$ cat config.mk
export PLATFORM = sky130hd
export DESIGN_NAME = mbus_cyc_ctrl
export DESIGN_NICKNAME = d
export VERILOG_FILES = /design/src/rtl/mbus_pkg.sv /design/src/rtl/mbus_seq.sv /design/src/rtl/mbus_dpath.sv /design/src/rtl/mbus_strobe_dec.sv /design/src/rtl/mbus_cyc_ctrl.sv
export SDC_FILE = /design/constraint.sdc
export NUM_CORES = 1
export LEC_CHECK = 0
export BUFFER_PORTS_ARGS = -buffer_cell sky130_fd_sc_hd__buf_2
export CORE_MARGIN = 10
export CORE_UTILIZATION = 42
export DETAILED_ROUTE_END_ITERATION = 8
export PLACE_DENSITY = 0.68
export SLEW_MARGIN = 20
export SYNTH_ARGS = -nofsm -noshare
export SYNTH_HDL_FRONTEND = slang
export SYNTH_HIERARCHICAL = 1
export SYNTH_SLANG_ARGS = --single-unit
export TNS_END_PERCENT = 50
$ cat constraint.sdc
create_clock -name clk -period 8.1 [get_ports clk]
set_input_delay 1.62 -clock clk [delete_from_list [all_inputs] [get_ports clk]]
set_output_delay 1.62 -clock clk [all_outputs]
set_load 0.005 [all_outputs]
$ cat src/rtl/mbus_pkg.sv
package mbus_pkg;
  typedef enum logic [2:0] {
    ST_IDLE,
    ST_ADDR,
    ST_ADDR_WAIT,
    ST_STROBE,
    ST_WAIT_EXT,
    ST_RECOVER
  } cyc_state_e;
endpackage

$ cat src/rtl/mbus_seq.sv
module mbus_seq
  import mbus_pkg::*;
#(
  parameter int WCNT_W = 3,
  parameter int HC_W   = WCNT_W + 2
) (
  input  logic              clk,
  input  logic              rst_n,
  input  logic              start,
  input  logic              addr_wait,
  input  logic [WCNT_W-1:0] wait_cnt,
  input  logic              ext_wait,
  output cyc_state_e        state,
  output logic [HC_W-1:0]   hc,
  output logic              capture
);
  logic              aw_q;
  logic [WCNT_W-1:0] wc_q;
  logic [HC_W-1:0]   low_last;
  cyc_state_e        state_d;
  logic [HC_W-1:0]   hc_d;

  // strobe phase: one hold half, then 3 + 2n low halves
  assign low_last = HC_W'(3) + {{(HC_W-WCNT_W-1){1'b0}}, wc_q, 1'b0};

  assign capture = !ext_wait &&
                   (((state == ST_STROBE) && (hc == low_last)) ||
                    ((state == ST_WAIT_EXT) && (hc == HC_W'(1))));

  always_comb begin
    state_d = state;
    hc_d    = hc + HC_W'(1);
    unique case (state)
      ST_IDLE: begin
        hc_d = '0;
        if (start) state_d = ST_ADDR;
      end
      ST_ADDR, ST_ADDR_WAIT: begin
        if (hc == HC_W'(1)) begin
          hc_d    = '0;
          state_d = (state == ST_ADDR && aw_q) ? ST_ADDR_WAIT : ST_STROBE;
        end
      end
      ST_STROBE: begin
        if (hc == low_last) begin
          hc_d    = '0;
          state_d = ext_wait ? ST_WAIT_EXT : ST_RECOVER;
        end
      end
      ST_WAIT_EXT: begin
        if (hc == HC_W'(1)) begin
          hc_d    = '0;
          state_d = ext_wait ? ST_WAIT_EXT : ST_RECOVER;
        end
      end
      ST_RECOVER: begin
        hc_d    = '0;
        state_d = ST_IDLE;
      end
      default: begin
        hc_d    = '0;
        state_d = ST_IDLE;
      end
    endcase
  end

  always_ff @(posedge clk or negedge rst_n) begin
    if (!rst_n) begin
      state <= ST_IDLE;
      hc    <= '0;
      aw_q  <= 1'b0;
      wc_q  <= '0;
    end else begin
      state <= state_d;
      hc    <= hc_d;
      if (start) begin
        aw_q <= addr_wait;
        wc_q <= wait_cnt;
      end
    end
  end
endmodule

$ cat src/rtl/mbus_dpath.sv
module mbus_dpath #(
  parameter int AD_W = 16
) (
  input  logic            clk,
  input  logic            rst_n,
  input  logic            start,
  input  logic            capture,
  input  logic [AD_W-1:0] addr,
  input  logic [AD_W-1:0] wdata,
  input  logic            write,
  input  logic [1:0]      be,
  input  logic [AD_W-1:0] ad_in,
  output logic [AD_W-1:0] addr_q,
  output logic [AD_W-1:0] wdata_q,
  output logic            write_q,
  output logic [1:0]      be_q,
  output logic [AD_W-1:0] rdata_q
);
  always_ff @(posedge clk or negedge rst_n) begin
    if (!rst_n) begin
      addr_q  <= '0;
      wdata_q <= '0;
      write_q <= 1'b0;
      be_q    <= '0;
      rdata_q <= '0;
    end else begin
      if (start) begin
        addr_q  <= addr;
        wdata_q <= wdata;
        write_q <= write;
        be_q    <= be;
      end
      if (capture && !write_q) rdata_q <= ad_in;
    end
  end
endmodule

$ cat src/rtl/mbus_strobe_dec.sv
module mbus_strobe_dec
  import mbus_pkg::*;
#(
  parameter int AD_W = 16,
  parameter int HC_W = 5
) (
  input  cyc_state_e      state,
  input  logic [HC_W-1:0] hc,
  input  logic            write_q,
  input  logic [1:0]      be_q,
  input  logic [AD_W-1:0] addr_q,
  input  logic [AD_W-1:0] wdata_q,
  output logic            astb,
  output logic            rd_n,
  output logic            lwr_n,
  output logic            hwr_n,
  output logic            ad_oe,
  output logic            ad_dir,
  output logic [AD_W-1:0] ad_out,
  output logic            rsp_valid,
  output logic            req_ready
);
  logic low_ph, rec_ph, addr_drv, data_drv;

  assign low_ph   = ((state == ST_STROBE) && (hc != '0)) || (state == ST_WAIT_EXT);
  assign rec_ph   = (state == ST_RECOVER);
  assign addr_drv = ((state == ST_ADDR) && (hc != '0)) || (state == ST_ADDR_WAIT) ||
                    ((state == ST_STROBE) && (hc == '0));
  assign data_drv = write_q && (low_ph || rec_ph);

  assign astb      = (state == ST_ADDR) || (state == ST_ADDR_WAIT);
  assign rd_n      = !(low_ph && !write_q);
  assign lwr_n     = !(low_ph && write_q && be_q[0]);
  assign hwr_n     = !(low_ph && write_q && be_q[1]);
  assign ad_oe     = addr_drv || data_drv;
  assign ad_out    = addr_drv ? addr_q : (data_drv ? wdata_q : '0);
  assign ad_dir    = (state != ST_IDLE) && (write_q || !(low_ph || rec_ph));
  assign rsp_valid = rec_ph;
  assign req_ready = (state == ST_IDLE);
endmodule

$ cat src/rtl/mbus_cyc_ctrl.sv
module mbus_cyc_ctrl
  import mbus_pkg::*;
#(
  parameter int AD_W   = 16,
  parameter int WCNT_W = 3
) (
  input  logic              clk,
  input  logic              rst_n,
  input  logic              req_valid,
  output logic              req_ready,
  input  logic [AD_W-1:0]   req_addr,
  input  logic              req_write,
  input  logic [1:0]        req_be,
  input  logic [AD_W-1:0]   req_wdata,
  input  logic              req_addr_wait,
  input  logic [WCNT_W-1:0] req_wait_cnt,
  input  logic              ext_wait,
  input  logic [AD_W-1:0]   ad_in,
  output logic [AD_W-1:0]   ad_out,
  output logic              ad_oe,
  output logic              ad_dir,
  output logic              astb,
  output logic              rd_n,
  output logic              lwr_n,
  output logic              hwr_n,
  output logic              rsp_valid,
  output logic [AD_W-1:0]   rsp_rdata
);
  localparam int HC_W = WCNT_W + 2;

  cyc_state_e      state;
  logic [HC_W-1:0] hc;
  logic            capture, start;
  logic [AD_W-1:0] addr_q, wdata_q;
  logic            write_q;
  logic [1:0]      be_q;

  assign start = req_valid && req_ready;

  mbus_seq #(.WCNT_W(WCNT_W), .HC_W(HC_W)) seq_i (
    .clk(clk), .rst_n(rst_n), .start(start), .addr_wait(req_addr_wait),
    .wait_cnt(req_wait_cnt), .ext_wait(ext_wait),
    .state(state), .hc(hc), .capture(capture)
  );

  mbus_dpath #(.AD_W(AD_W)) dpath_i (
    .clk(clk), .rst_n(rst_n), .start(start), .capture(capture),
    .addr(req_addr), .wdata(req_wdata), .write(req_write), .be(req_be),
    .ad_in(ad_in), .addr_q(addr_q), .wdata_q(wdata_q), .write_q(write_q),
    .be_q(be_q), .rdata_q(rsp_rdata)
  );

  mbus_strobe_dec #(.AD_W(AD_W), .HC_W(HC_W)) dec_i (
    .state(state), .hc(hc), .write_q(write_q), .be_q(be_q),
    .addr_q(addr_q), .wdata_q(wdata_q),
    .astb(astb), .rd_n(rd_n), .lwr_n(lwr_n), .hwr_n(hwr_n),
    .ad_oe(ad_oe), .ad_dir(ad_dir), .ad_out(ad_out),
    .rsp_valid(rsp_valid), .req_ready(req_ready)
  );
endmodule

==> impl_metrics.yaml <==
synthesis:
  synthArstFlopShare_pct: 100
  synthTopCellsByArea: "dfrtp_1 52%, mux2_2 17%, mux2_4 5.0%"
  postSynthAreaPerCell_um2: 13.4
  yosysSeqAreaShare_pct: 52.3
  yosys.area.top_type_share_pct: 52.3
  syn_nets: 287
  synth_edf_count: 0
  synth-main-ff-cell: "dfrtp_1"
  ys_ff_latch: 63
  ys_warn_count: 6
  syn_inst: 225
  synth_cell_types: 43
  syn_area_um2: 3010
  yosys.area.top_type: "dfrtp_1"
detailed_routing:
  avgRoutedWirePerCell_um: 16.6
  ant_nets: 0
  via_count: 2125
  viasPerCell: 5.02
  drc: 0
  drt_wl_total_um: 7010
  drt_pass1_iterations: 4
  first_iter_violations: 75
cts:
  cts_tree: "yes"
  cts-root-buf: "clkbuf_8"
  cts_buffer_depth: 2
  cts.sinks: 63
  clkTransAtPathRegs_ns: 0.07
  htreeDepth: 3
  cts_made_buffers: 9
  postCtsHoldBufs: 0
  cts.repair.resized: 0
  post_cts_buffers: 0
  clk_latency_ns: 0.34
power_and_ir_drop:
  peakVddDrop_mv: 0.178
  power.density_nw_per_um2: 431
  p_leak_uw: 0.00177
global_routing:
  grt_antenna_before_repair: 0
  grt.overflow.total: 0
  grt_pass1_wl_um: 11500
  track_usage_pct: 13.0
  grt_pass1_vias: 2268
  grt_max_degree: 64
placement:
  place_congestion: 0.734
  port_buffers: 98
  dpl.hpwl_um: 5160
  post_dp_cell_area_um2: 3540
final_layout:
  multiInputGateArea_um2: 1320
  final_cell_mix: "98 x buf_2, 63 x dfrtp_1, 46 x mux2_2"
  nets: 384
  final_common_cell: "buf_2"
  fillCellCount: 605
  drive_gt1_share_pct: 58.1
  stdcell_area_um2: 3770
  area_growth_pct: 25.2
  finish.utilization_pct: 54.9
  ff_latch_area_um2: 1580
  num_antenna_cells: 0
timing:
  max_freq_ghz: 0.253
  tightest_slew_ns: 1.01
  finalSetupViolCount: 0
  drv_slew: 0
  period_minus_slack_ns: 3.95
  whs_ns: 0.506
  fin_skew_ns: 0.0131
  fin_crit_sh_pct: 48.7
  rsz0062_at_grt: "no"
  relSlewSlack_pct: 32.3
  setup-tns-final_ns: 0
  timing_hold_violations_final: 0
floorplanning:
  dieHeight_um: 105
  io_pins: 99
  die-width_um: 105
  row_count: 30
  initial_core_util_pct: 43.8
  die_area_um2: 11000
  core-area_um2: 6870
job:
  drv_cap: 0
setup_path:
  critPathLaunchType: "flop"
  path_buf_inv: 2
  arrival_ns: 2.33
  worst-path-max-fanout: 17
  cp-end-kind: "primary output"
  cp_top_family: "compound AO/OA/AOI/OAI gates"
  path_class: "reg2out"
  worstPathRequired_ns: 6.48
  crit_chain: "inv_2 -> a2111o_1 -> a21oi_4 -> a22o_2 -> buf_2"
  crit_slowest_cell: "dfrtp_1"
  cpPeakStageDelay_ns: 0.67
run_status:
  status: "complete, no violations"
hold_path:
  min_path_type: "reg2reg"
-- worst register-to-register path, cell delays in order, from the launching register on --
cell	delay, ns
dfrtp_1	0.42
ha_1	0.32
xnor2_1	0.16
o2111ai_1	0.22
or4_1	0.54
a21oi_1	0.12
nor2b_2	0.82
mux2_2	0.43
-- path summary, 6_finish.rpt --
kind / from / to / slack (ns) / depth (start not counted)
max: seq_i/state[1] / ad_out[14] / 4.15 / 5
max reg2reg: seq_i/wc_q[0] / dpath_i/rdata_q[1] / 4.95 / 7
min in group asynchronous: rst_n / seq_i/aw_q / 1.44 / 2
max in group asynchronous: rst_n / dpath_i/wdata_q[15] / 6.14 / 2
min reg2reg: dpath_i/rdata_q[2] / dpath_i/rdata_q[2] / 0.51 / 1
min: dpath_i/rdata_q[2] / dpath_i/rdata_q[2] / 0.51 / 1
-- through the flow --
stage / setup WS [ns] / total power, uW / cells
6_report: 4.15 / 1620 / 423
5_1_grt: 3.99 / 1750 / 423
4_1_cts: 4.15 / 1650 / 423
3_3_place_gp: 4.60 / 1310 / 407
2_1_floorplan: 5.01 / 1080 / 225
3_5_place_dp: 4.52 / 1330 / 407
-- cells by family (layout without fill, tap and decap cells) --
family / Yosys count / count (layout) / share of synthesized area (%)
compound gates: 36 / 36 / 10.4
xor+xnor: 9 / 9 / 2.62
fa+ha+maj: 4 / 4 / 1.62
buf+inv: 19 / 121 / 3.82
flops: 63 / 63 / 52.3
mux: 56 / 56 / 22.2
simple gates: 38 / 38 / 6.98
-- per-layer routing --
layer / vias up / part of all wire (%) / global-route usage, %
li1: 1014 / - / -
met4: 0 / 2.0 / 7.06
met5: - / 0 / 0
met1: 1041 / 42 / 14.7
met2: 61 / 50 / 21.3
met3: 9 / 5.5 / 4.18
-- synth_stat cells (4+ instances only) --
cell	n
nand3_1	4
inv_1	5
a21oi_1	5
nor2_1	7
nor3_1	8
dfrtp_1	63
buf_6	4
mux2_4	10
a22o_1	6
clkbuf_1	4
xor2_1	4
mux2_2	46
a22o_2	10
xnor2_1	5
nand2_1	7
-- final cells by class --
type | count | area share (%)
tap | 96 | 3.19
clock inverter | 6 | 2.46
inverter | 6 | 0.597
multi-input combinational | 143 | 35.1
timing repair buffer | 99 | 13.2
clock buffer | 10 | 3.65
sequential | 63 | 41.8
-- where the power goes --
group	internal, uW	total, uW	switching, uW
combinational	407	716	309
sequential	472	598	127
clock	183	310	127
-- sequential cells by signal, indices dropped and copies added, names as in the netlist --
signal	cells
dpath_i/write_q	1
seq_i/hc	5
dpath_i/wdata_q	16
seq_i/wc_q	3
dpath_i/rdata_q	16
seq_i/aw_q	1
dpath_i/addr_q	16
seq_i/state	3
dpath_i/be_q	2
No activity file was read; power rests on OpenSTA's default activity.
